==> src/rtl/pmrd_pkg.sv <==
package pmrd_pkg;

    // Register offsets on the host side
    localparam logic [1:0] OFS_PTR  = 2'd0;
    localparam logic [1:0] OFS_DATA = 2'd1;
    localparam logic [1:0] OFS_CTRL = 2'd2;

    // Bit positions inside the control register
    localparam int CTRL_MODE_BIT = 0;
    localparam int CTRL_RDY_BIT  = 1;

    typedef enum logic [1:0] {
        F_IDLE,
        F_REQ,
        F_CAP
    } fetch_st_e;

    typedef enum logic [1:0] {
        W_IDLE,
        W_FETCH,
        W_HAVE
    } wait_st_e;

    // Packed so that bit 0 is mode and bit 1 is ready
    typedef struct packed {
        logic ready;
        logic mode;
    } ctrl_t;

    // Next location with wrap at the memory depth
    function automatic int unsigned wrap_inc(input int unsigned p, input int unsigned depth);
        return (p + 1 >= depth) ? 0 : p + 1;
    endfunction

    // Pointer load value: out-of-range values land on location zero
    function automatic int unsigned load_ptr(input int unsigned v, input int unsigned depth);
        return (v >= depth) ? 0 : v;
    endfunction

endpackage

==> src/rtl/pmrd_fetch.sv <==
module pmrd_fetch
    import pmrd_pkg::*;
#(
    parameter int DW = 16,
    parameter int AW = 8
) (
    input  logic          clk,
    input  logic          rst,
    input  logic          start,
    input  logic [AW-1:0] start_addr,
    input  logic          mem_gnt,
    input  logic [DW-1:0] mem_rdata,
    output logic          mem_req,
    output logic [AW-1:0] mem_addr,
    output logic          done,
    output logic [DW-1:0] fetched
);

    fetch_st_e     state;
    logic [AW-1:0] addr_q;
    logic          pend;
    logic [AW-1:0] pend_addr;
    logic [DW-1:0] word_q;

    assign mem_req  = (state == F_REQ);
    assign mem_addr = addr_q;
    assign fetched  = word_q;
    // A capture only counts when no newer launch is waiting behind it
    assign done     = (state == F_CAP) && !start && !pend;

    always_ff @(posedge clk) begin
        if (rst) begin
            state     <= F_IDLE;
            addr_q    <= '0;
            pend      <= 1'b0;
            pend_addr <= '0;
            word_q    <= '0;
        end else begin
            case (state)
                F_IDLE: begin
                    if (start) begin
                        addr_q <= start_addr;
                        state  <= F_REQ;
                    end
                end
                F_REQ: begin
                    if (start) begin
                        pend      <= 1'b1;
                        pend_addr <= start_addr;
                    end
                    if (mem_gnt) begin
                        state <= F_CAP;
                    end
                end
                F_CAP: begin
                    if (start) begin
                        addr_q <= start_addr;
                        pend   <= 1'b0;
                        state  <= F_REQ;
                    end else if (pend) begin
                        addr_q <= pend_addr;
                        pend   <= 1'b0;
                        state  <= F_REQ;
                    end else begin
                        word_q <= mem_rdata;
                        state  <= F_IDLE;
                    end
                end
                default: state <= F_IDLE;
            endcase
        end
    end


    req_hold_chk: assert property (@(posedge clk) disable iff (rst)
        (mem_req && !mem_gnt) |=> (mem_req && $stable(mem_addr)));


    cap_after_gnt_chk: assert property (@(posedge clk) disable iff (rst)
        done |-> $past(mem_req && mem_gnt));

endmodule

==> src/rtl/pmrd_regs.sv <==
module pmrd_regs
    import pmrd_pkg::*;
#(
    parameter int DW    = 16,
    parameter int DEPTH = 256,
    parameter int AW    = 8
) (
    input  logic          clk,
    input  logic          rst,
    input  logic          host_cyc,
    input  logic          host_we,
    input  logic [1:0]    host_addr,
    input  logic [DW-1:0] host_wdata,
    output logic [DW-1:0] host_rdata,
    output logic          host_rdy,
    input  logic          done,
    input  logic [DW-1:0] fetched,
    output logic          start,
    output logic [AW-1:0] start_addr
);

    logic [AW-1:0] ptr;
    ctrl_t         ctrl_q;
    wait_st_e      wst;

    logic          rd_data_op;
    logic          wr_op;
    logic          data_done;
    logic [AW-1:0] ptr_inc;
    logic [AW-1:0] ptr_load;

    assign rd_data_op = host_cyc && !host_we && (host_addr == OFS_DATA);
    assign wr_op      = host_cyc && host_we;
    assign host_rdy   = host_cyc && (host_we || (host_addr != OFS_DATA) ||
                                     ctrl_q.mode || (wst == W_HAVE));
    assign data_done  = rd_data_op && host_rdy;
    assign ptr_inc    = AW'(wrap_inc(32'(ptr), DEPTH));
    assign ptr_load   = AW'(load_ptr(32'(host_wdata), DEPTH));

    // Fetch launch decision, one source per cycle
    always_comb begin
        start      = 1'b0;
        start_addr = ptr;
        if (wr_op && (host_addr == OFS_PTR) && ctrl_q.mode) begin
            start      = 1'b1;
            start_addr = ptr_load;
        end else if (wr_op && (host_addr == OFS_CTRL) && host_wdata[CTRL_MODE_BIT]) begin
            start      = 1'b1;
            start_addr = ptr;
        end else if (data_done && ctrl_q.mode && ctrl_q.ready) begin
            start      = 1'b1;
            start_addr = ptr_inc;
        end else if (rd_data_op && !ctrl_q.mode && (wst == W_IDLE)) begin
            start      = 1'b1;
            start_addr = ptr;
        end
    end

    always_comb begin
        case (host_addr)
            OFS_PTR:  host_rdata = DW'(ptr);
            OFS_DATA: host_rdata = fetched;
            OFS_CTRL: host_rdata = DW'(ctrl_q);
            default:  host_rdata = '0;
        endcase
    end

    always_ff @(posedge clk) begin
        if (rst) begin
            ptr    <= '0;
            ctrl_q <= '0;
            wst    <= W_IDLE;
        end else begin
            // pointer
            if (wr_op && (host_addr == OFS_PTR)) begin
                ptr <= ptr_load;
            end else if (data_done && (!ctrl_q.mode || ctrl_q.ready)) begin
                ptr <= ptr_inc;
            end

            // control: mode bit and ready flag
            if (wr_op && (host_addr == OFS_CTRL)) begin
                ctrl_q.mode  <= host_wdata[CTRL_MODE_BIT];
                ctrl_q.ready <= 1'b0;
            end else if (start) begin
                ctrl_q.ready <= 1'b0;
            end else if (done && ctrl_q.mode) begin
                ctrl_q.ready <= 1'b1;
            end

            // wait-state sequencing
            case (wst)
                W_IDLE:  if (start && rd_data_op && !ctrl_q.mode) wst <= W_FETCH;
                W_FETCH: if (done) wst <= W_HAVE;
                W_HAVE:  if (data_done || wr_op) wst <= W_IDLE;
                default: wst <= W_IDLE;
            endcase
        end
    end


    ptr_range_chk: assert property (@(posedge clk) disable iff (rst)
        ptr < AW'(DEPTH - 1) || ptr == AW'(DEPTH - 1));


    hs_stall_read_chk: assert property (@(posedge clk) disable iff (rst)
        (data_done && ctrl_q.mode && !ctrl_q.ready) |=> $stable(ptr));


    launch_clears_chk: assert property (@(posedge clk) disable iff (rst)
        start |=> !ctrl_q.ready);


    wait_gate_chk: assert property (@(posedge clk) disable iff (rst)
        (rd_data_op && !ctrl_q.mode && host_rdy) |-> ($past(done) || $past(wst == W_HAVE)));

endmodule

==> src/rtl/pmrd_port.sv <==
module pmrd_port
    import pmrd_pkg::*;
#(
    parameter int DW    = 16,
    parameter int DEPTH = 256,
    localparam int AW   = $clog2(DEPTH)
) (
    input  logic          clk,
    input  logic          rst,
    input  logic          host_cyc,
    input  logic          host_we,
    input  logic [1:0]    host_addr,
    input  logic [DW-1:0] host_wdata,
    output logic [DW-1:0] host_rdata,
    output logic          host_rdy,
    output logic          mem_req,
    output logic [AW-1:0] mem_addr,
    input  logic          mem_gnt,
    input  logic [DW-1:0] mem_rdata
);

    logic          start;
    logic [AW-1:0] start_addr;
    logic          done;
    logic [DW-1:0] fetched;

    pmrd_regs #(.DW(DW), .DEPTH(DEPTH), .AW(AW)) u_regs (
        .clk        (clk),
        .rst        (rst),
        .host_cyc   (host_cyc),
        .host_we    (host_we),
        .host_addr  (host_addr),
        .host_wdata (host_wdata),
        .host_rdata (host_rdata),
        .host_rdy   (host_rdy),
        .done       (done),
        .fetched    (fetched),
        .start      (start),
        .start_addr (start_addr)
    );

    pmrd_fetch #(.DW(DW), .AW(AW)) u_fetch (
        .clk        (clk),
        .rst        (rst),
        .start      (start),
        .start_addr (start_addr),
        .mem_gnt    (mem_gnt),
        .mem_rdata  (mem_rdata),
        .mem_req    (mem_req),
        .mem_addr   (mem_addr),
        .done       (done),
        .fetched    (fetched)
    );

endmodule

==> config.mk <==
export PLATFORM = sky130hd
export DESIGN_NAME = pmrd_port
export DESIGN_NICKNAME = d
export VERILOG_FILES = /design/src/rtl/pmrd_pkg.sv /design/src/rtl/pmrd_fetch.sv /design/src/rtl/pmrd_regs.sv /design/src/rtl/pmrd_port.sv
export SDC_FILE = /design/constraint.sdc
export NUM_CORES = 1
export LEC_CHECK = 0
export CAP_MARGIN = 20
export CELL_PAD_IN_SITES_DETAIL_PLACEMENT = 1
export CELL_PAD_IN_SITES_GLOBAL_PLACEMENT = 1
export CORE_MARGIN = 1
export CORE_UTILIZATION = 39
export DETAILED_ROUTE_END_ITERATION = 8
export PLACE_DENSITY = 0.94
export REMOVE_ABC_BUFFERS = 1
export SETUP_SLACK_MARGIN = 0.5
export SYNTH_ARGS = -nofsm -noshare
export SYNTH_HDL_FRONTEND = slang
export SYNTH_SLANG_ARGS = --single-unit
==> constraint.sdc <==
create_clock -name clk -period 2.6 [get_ports clk]
set_input_delay 0.26 -clock clk [delete_from_list [all_inputs] [get_ports clk]]
set_output_delay 0.26 -clock clk [all_outputs]
set_load 0.01 [all_outputs]
==> results of run 1 <==
cells in the mapped netlist (7+ instances only):
library cell | instances | area (sq um)
dfxtp_1 | 47 | 941
nand2_1 | 37 | 139
nor2_1 | 37 | 139
mux2i_1 | 25 | 250
o21ai_0 | 17 | 85.1
a21oi_1 | 16 | 80.1
nand3_1 | 12 | 60.1
and2_1 | 11 | 68.8
clkbuf_1 | 11 | 41.3
buf_2 | 8 | 40.0
a31oi_1 | 7 | 43.8
cell usage in the layout (no fill, tap or decap), drive strengths merged, types with 3 or more instances in the layout:
cell / instances
buf: 16
a211o: 3
a31oi: 8
nand2: 37
o22ai: 5
o211ai: 3
a21oi: 17
dfxtp: 47
nor2: 37
nand2b: 5
and2: 11
a211oi: 4
nand4: 3
o31ai: 5
xnor2: 3
mux2i: 25
clkbuf: 7
a221o: 4
or2: 3
nor4: 5
o21ai: 21
inv: 3
clkdlybuf4s50: 60
nand3: 12
nor2b: 4
logic make-up after synthesis:
group                    Yosys count  share of synthesized area
AND/OR/NAND/NOR                  131                      0.258
AO/OA/AOI/OAI                     85                      0.221
flip-flops                        47                      0.360
multiplexers                      26                      0.100
buffers and inverters             25                     0.0455
XOR/XNOR                           3                     0.0101
adder cells (fa/ha/maj)            1                    0.00479
cell type report:
type	instances	area [sq um]
Timing Repair Buffer	80	776
Inverter	4	15.0
Multi-Input combinational cell	246	1570
Tap cell	77	96.3
Clock buffer	6	72.6
Sequential cell	47	943
Fill cell	755	2950
power by group through the flow:
stage / sequential (uW) / combinational, uW / clock (uW)
floorplan: 764 / 62.2 / 0
global placement: 765 / 180 / 0
detailed placement: 766 / 188 / 0
CTS: 750 / 189 / 435
global route: 753 / 204 / 466
finish: 750 / 190 / 430
final timing paths:
path	end	slack, ns	cells past startpoint
setup / recovery	u_fetch.mem_addr[6]	0.55	6
hold / removal	u_regs.ctrl_q[0]	0.33	3
setup reg to reg	u_fetch.mem_addr[6]	0.55	6
hold reg to reg	u_fetch.pend_addr[6]	0.45	2
through the flow:
stage	worst slack (ns)	power, uW	hold slack (ns)	std cells
detailed placement	-0.0360	954	0.443	452
finish	0.547	1370	0.328	460
global route	0.425	1420	0.340	460
global placement	0.206	945	0.437	452
floorplan	0.413	826	0.329	297
CTS	0.516	1370	0.456	458
metal layers:
layer / up-vias / GRT usage / share of wire
met1: 1314 / 0.298 / 0.43
met3: 17 / 0.0544 / 0.049
met5: - / 0 / 0
li1: 1282 / - / -
met4: 0 / 0.0893 / 0.022
met2: 84 / 0.427 / 0.50
timing repair:
action / 4_1_cts / 5_1_grt
buffers inserted: 0 / 2
pin swaps: 0 / 1
hold buffers: 0 / 0
endpoints found under the hold margin: 0 / 0
setup endpoints to repair: 40 / 20
gates resized for setup: 7 / 6
worst reg2reg max path: stages, from the launching register on:
cell     delay (ns)
dfxtp_1        0.51
ha_2           0.33
nand3_2        0.20
nor4_1         0.30
xnor2_1        0.17
a211o_1        0.33
a31oi_1        0.15
flip-flops by register name, indices dropped and copies added (netlist names):
signal and count:
u_fetch.fetched 16, u_fetch.mem_addr 8, u_fetch.pend_addr 8, u_regs.ptr 8
u_fetch.state 2, u_regs.ctrl_q 2, u_regs.wst 2, u_fetch.pend 1
==> metrics.yaml, run 1 <==
run_status:
  status: "finished, final reports clean"
synthesis:
  netlist_instances: 318
  synth_cell_types: 55
  yosysWarnings: 0
  syn_area_per_cell_sq_um: 8.21
  synth-main-ff-cell: "dfxtp_1"
  synth_edf_count: 0
  async_reset_ff_frac: 0
  ys_seq_area_frac: 0.360
  synth_area_sq_um: 2610
  synth-seq-cells: 47
setup_path:
  cp-startpoint: "u_regs.ptr[1]"
  critPathSlowestCell: "dfxtp_1"
  slowest_delay_ns: 0.51
  crit_type: "flip-flop to flip-flop"
  arrival_ns: 2.29
  path_cells: "ha_2, nand3_2, nor4_1, xnor2_1, a211o_1, a31oi_1"
  crit_fanout: 8
  worst-path-buf-inv: 0
  critPathRequiredTime_ns: 2.83
  worstSetupStartpointType: "flip-flop"
  r2r_start: "u_regs.ptr[1]"
  critical_path.top_delay_family: "flip-flops"
  end_kind: "flip-flop"
cts:
  htree_levels: 2
  numCtsBuffers: 5
  cts_tree: "yes"
  clkTransAtPathRegs_ns: 0.09
  clkSinkCount: 47
  clockBufferDepth: 2
  clockRootBuffer: "clkbuf_8"
  insertion_delay_ns: 0.31
finish:
  num-nets-final: 424
  synthToLayoutAreaGrowth_pct: 32.9
  fin_area_sq_um: 3470
  antennaDiodeCount: 0
  drive_gt1_frac: 0.0992
  post-route-util: 0.540
sta:
  min_period_ns: 2.05
  tightest_slew_ns: 0.476
  setup_tns_ns: 0
  finalClockSkew_ns: 0.00883
  rsz0062_at_grt: "yes"
  max_freq_ghz: 0.487
  fin_crit_sh: 0.790
  setup_viol: 0
  hold_violations: 0
  slew_violations: 0
  slew_headroom: 0.681
global_routing:
  grt_usage: 0.246
  first_global_vias: 2819
  antenna_found_initial: 0
  overflow: 0
  grt_max_degree: 27
  grt_pass1_wl_microns: 13800
min_path:
  worstHoldPathType: "input port to flip-flop"
  min_from: "host_addr[1]"
power:
  pwr-share-comb: 0.139
  p_per_area_nw_per_um2: 395
  seqPwrFrac: 0.548
  power_switching_uw: 351
  p_clk_frac: 0.314
  power.share.switching: 0.256
  irDropWorstVdd_mv: 0.210
  p_leak_uw: 0.00120
  intPower_uw: 1020
routing:
  ant_nets: 0
  num_vias: 2697
  first_pass_iters: 4
  avgRoutedWirePerCell_microns: 18.3
  viasPerCell: 5.86
  drc: 0
  wl_microns: 8420
  drtIter0Drc: 105
die:
  die_x_microns: 83.8
  fp.dieArea_sq_um: 7030
  ios: 65
  start_util: 0.407
  coreArea_sq_um: 6420
  dieHeight_microns: 83.8
  rows: 29
place:
  hpwl_microns: 6240
  place_congestion: 0.880
  dpl_cell_area_sq_um: 3360
  numPortBuffers: 64
run:
  max-cap-violations: 0
Power figures use the tool's default switching activity.
==> run 2: changes to the inputs <==
--- a/config.mk
+++ b/config.mk
@@ -9,9 +9,9 @@
 export CELL_PAD_IN_SITES_DETAIL_PLACEMENT = 1
 export CELL_PAD_IN_SITES_GLOBAL_PLACEMENT = 1
 export CORE_MARGIN = 1
-export CORE_UTILIZATION = 39
+export CORE_UTILIZATION = 32
 export DETAILED_ROUTE_END_ITERATION = 8
-export PLACE_DENSITY = 0.94
+export PLACE_DENSITY = 0.83
 export REMOVE_ABC_BUFFERS = 1
 export SETUP_SLACK_MARGIN = 0.5
 export SYNTH_ARGS = -nofsm -noshare
==> constraint.sdc (replaced) <==
create_clock -name clk -period 1.8 [get_ports clk]
set_input_delay 0.18 -clock clk [delete_from_list [all_inputs] [get_ports clk]]
set_output_delay 0.18 -clock clk [all_outputs]
set_load 0.01 [all_outputs]
==> run 2 against run 1 <==
  * The run now ends with setup timing left
  * Cell area is 32% higher
  * Critical path depth rose by 3
  * Global-route usage is 3.8 points higher
  * Clock power up 57%
  * Final cell count increased by 23%
  * Die area increased by 21%
  * Via count grew 20%
==> metrics.yaml, run 2 (synthesis gave the netlist of run 1 again) <==
die:
  dieHeight_microns: 92.3  # +10%
  fp.dieArea_sq_um: 8530  # +21%
  ios: 65  # unchanged
  rows: 32  # +10%
  die_x_microns: 92.3  # +10%
  coreArea_sq_um: 7810  # +22%
  start_util: 0.334  # -0.0721
sta:
  slew_violations: 0  # unchanged
  min_period_ns: 1.89
  worst_slack_ns: -0.0933  # -0.640 ns
  max_freq_ghz: 0.528
  setup_tns_ns: -0.954  # -0.954 ns
  fin_crit_sh: 1.05
  finalClockSkew_ns: 0.0179  # +0.00908 ns
  hold_violations: 0  # unchanged
  slew_headroom: 0.667  # -0.0134
  setup_viol: 21  # +21
  rsz0062_at_grt: "yes"
  tightest_slew_ns: 0.499  # +0.0229 ns
finish:
  post-route-util: 0.586  # +0.0453
  num-nets-final: 506  # +19%
  final_cells: 568  # +23%
  fin_area_sq_um: 4570  # +32%
  largest_register_ffs: 16  # unchanged
  synthToLayoutAreaGrowth_pct: 75.1
  drive_gt1_frac: 0.414  # +0.315
  antennaDiodeCount: 0  # unchanged
  layout_commonest_cell: "buf_4"
  final_cell_mix: "buf_4, buf_6, clkdlybuf4s50_1, dfxtp_1, nand2_1"
routing:
  first_pass_iters: 4  # unchanged
  wl_microns: 12800  # +52%
  drtIter0Drc: 213  # +100%
  num_vias: 3226  # +20%
  viasPerCell: 5.68  # -3.1%
  drc: 0  # unchanged
  ant_nets: 0  # unchanged
  avgRoutedWirePerCell_microns: 22.6  # +23%
global_routing:
  overflow: 0  # unchanged
  antenna_found_initial: 0  # unchanged
  grt_max_degree: 29  # +7.4%
  first_global_vias: 3517  # +25%
  grt_pass1_wl_microns: 18700  # +35%
  grt_usage: 0.285  # +0.0383
min_path:
  worstHoldPathType: "input port to flip-flop"
run:
  max-cap-violations: 0  # unchanged
cts:
  cts_tree: "yes"
  clkSinkCount: 47  # unchanged
  htree_levels: 2  # unchanged
  hold_buffers: 0  # unchanged
  clkTransAtPathRegs_ns: 0.11  # +0.02 ns
  numCtsBuffers: 5  # unchanged
  clockBufferDepth: 2  # unchanged
  clockRootBuffer: "clkbuf_8"
  insertion_delay_ns: 0.32  # about the same
power:
  p_clk_frac: 0.309  # -0.005
  pwr-share-comb: 0.198  # +0.059
  power.share.switching: 0.283  # +0.0265
  irDropWorstVdd_mv: 0.249  # +19%
  power_switching_uw: 616  # +75%
  intPower_uw: 1560  # +53%
  p_per_area_nw_per_um2: 476  # +21%
  p_leak_uw: 0.00180  # +50%
  seqPwrFrac: 0.493  # -0.055
setup_path:
  end_kind: "flip-flop"
  crit_type: "input port to flip-flop"
  worstSetupStartpointType: "input port"
  arrival_ns: 2.11  # -0.18 ns
  critPathRequiredTime_ns: 2.01  # -0.82 ns
  crit_fanout: 5  # -3
run_status:
  violations: "setup timing"
  status: "complete, but fails checks"
place:
  place_ws_ns: -0.536  # -0.500 ns
  numPortBuffers: 64  # unchanged
  hpwl_microns: 6410  # +2.8%
  dpl_cell_area_sq_um: 3670  # +9.1%
  place_congestion: 0.856  # -2.8%
  dp_cells: 512  # +13%
==> run 2: cell count changes in the layout (fill, tap and decap cells not counted), moves of 8 or more <==
cell             delta
buf_4              +50
buf_6              +32
clkdlybuf4s50_1    -26
buf_2              +11
dfxtp_1            -11
and2_1              -9
and2_4              +9
o21ai_0             -8
==> run 2: critical path, stage by stage <==
cell and delay, ns:
clkdlybuf4s50_1 0.50, mux2_4 0.33, a22oi_4 0.17, and4b_2 0.31, buf_6 0.14, buf_12 0.10
buf_16 0.11, mux2i_1 0.21, nor2_1 0.06
==> run 2: path summary, 6_finish.rpt <==
path | start | end | slack, ns | depth (start not counted)
setup / recovery | host_wdata[0] | u_fetch.fetched[15] | -0.09 | 9
hold / removal | mem_rdata[10] | u_fetch.fetched[10] | 0.46 | 3
setup reg to reg | u_regs.ctrl_q[0] | u_fetch.fetched[15] | -0.09 | 8
hold reg to reg | u_fetch.pend_addr[1] | u_fetch.pend_addr[1] | 0.46 | 2
==> run 2: metal layers <==
| metal | wire length, microns | vias up | track usage |
|---|---|---|---|
| li1 | - | 1453 | - |
| met1 | 4950 | 1582 | 0.315 |
| met2 | 6710 | 143 | 0.520 |
| met3 | 687 | 48 | 0.0534 |
| met4 | 484 | 0 | 0.135 |
| met5 | 0 | - | 0 |
==> run 2: cell type report <==
type / count / area [sq um]
tap: 102 / 128
multi-input combinational: 246 / 1790
fill: 909 / 3230
timing repair buffer: 162 / 1590
sequential: 47 / 967
inverter: 4 / 15.0
clock buffer: 5 / 68.8
clock inverter: 2 / 13.8
==> run 2: stage by stage <==
step	power, uW	hold slack (ns)
after floorplan	1190	0.249
after global placement	1390	0.438
after detailed placement	1400	0.452
after CTS	2110	0.410
after global routing	2240	0.487
final	2180	0.459
==> run 2: what timing repair did <==
item | CTS | global route
pin swaps | 21 | 14
endpoints found under the setup margin | 71 | 63
gates resized for setup | 164 | 54
buffers inserted | 31 | 11
cloned | 7 | 0
endpoints found under the hold margin | 0 | 0
==> run 2: power by group through the flow <==
stage               logic [uW]  registers, uW  clock network (uW)
CTS                        377           1070                 657
detailed placement         304           1100                   0
floorplan                 89.9           1100                   0
finish                     431           1070                 673
global route               451           1080                 714
global placement           295           1100                   0
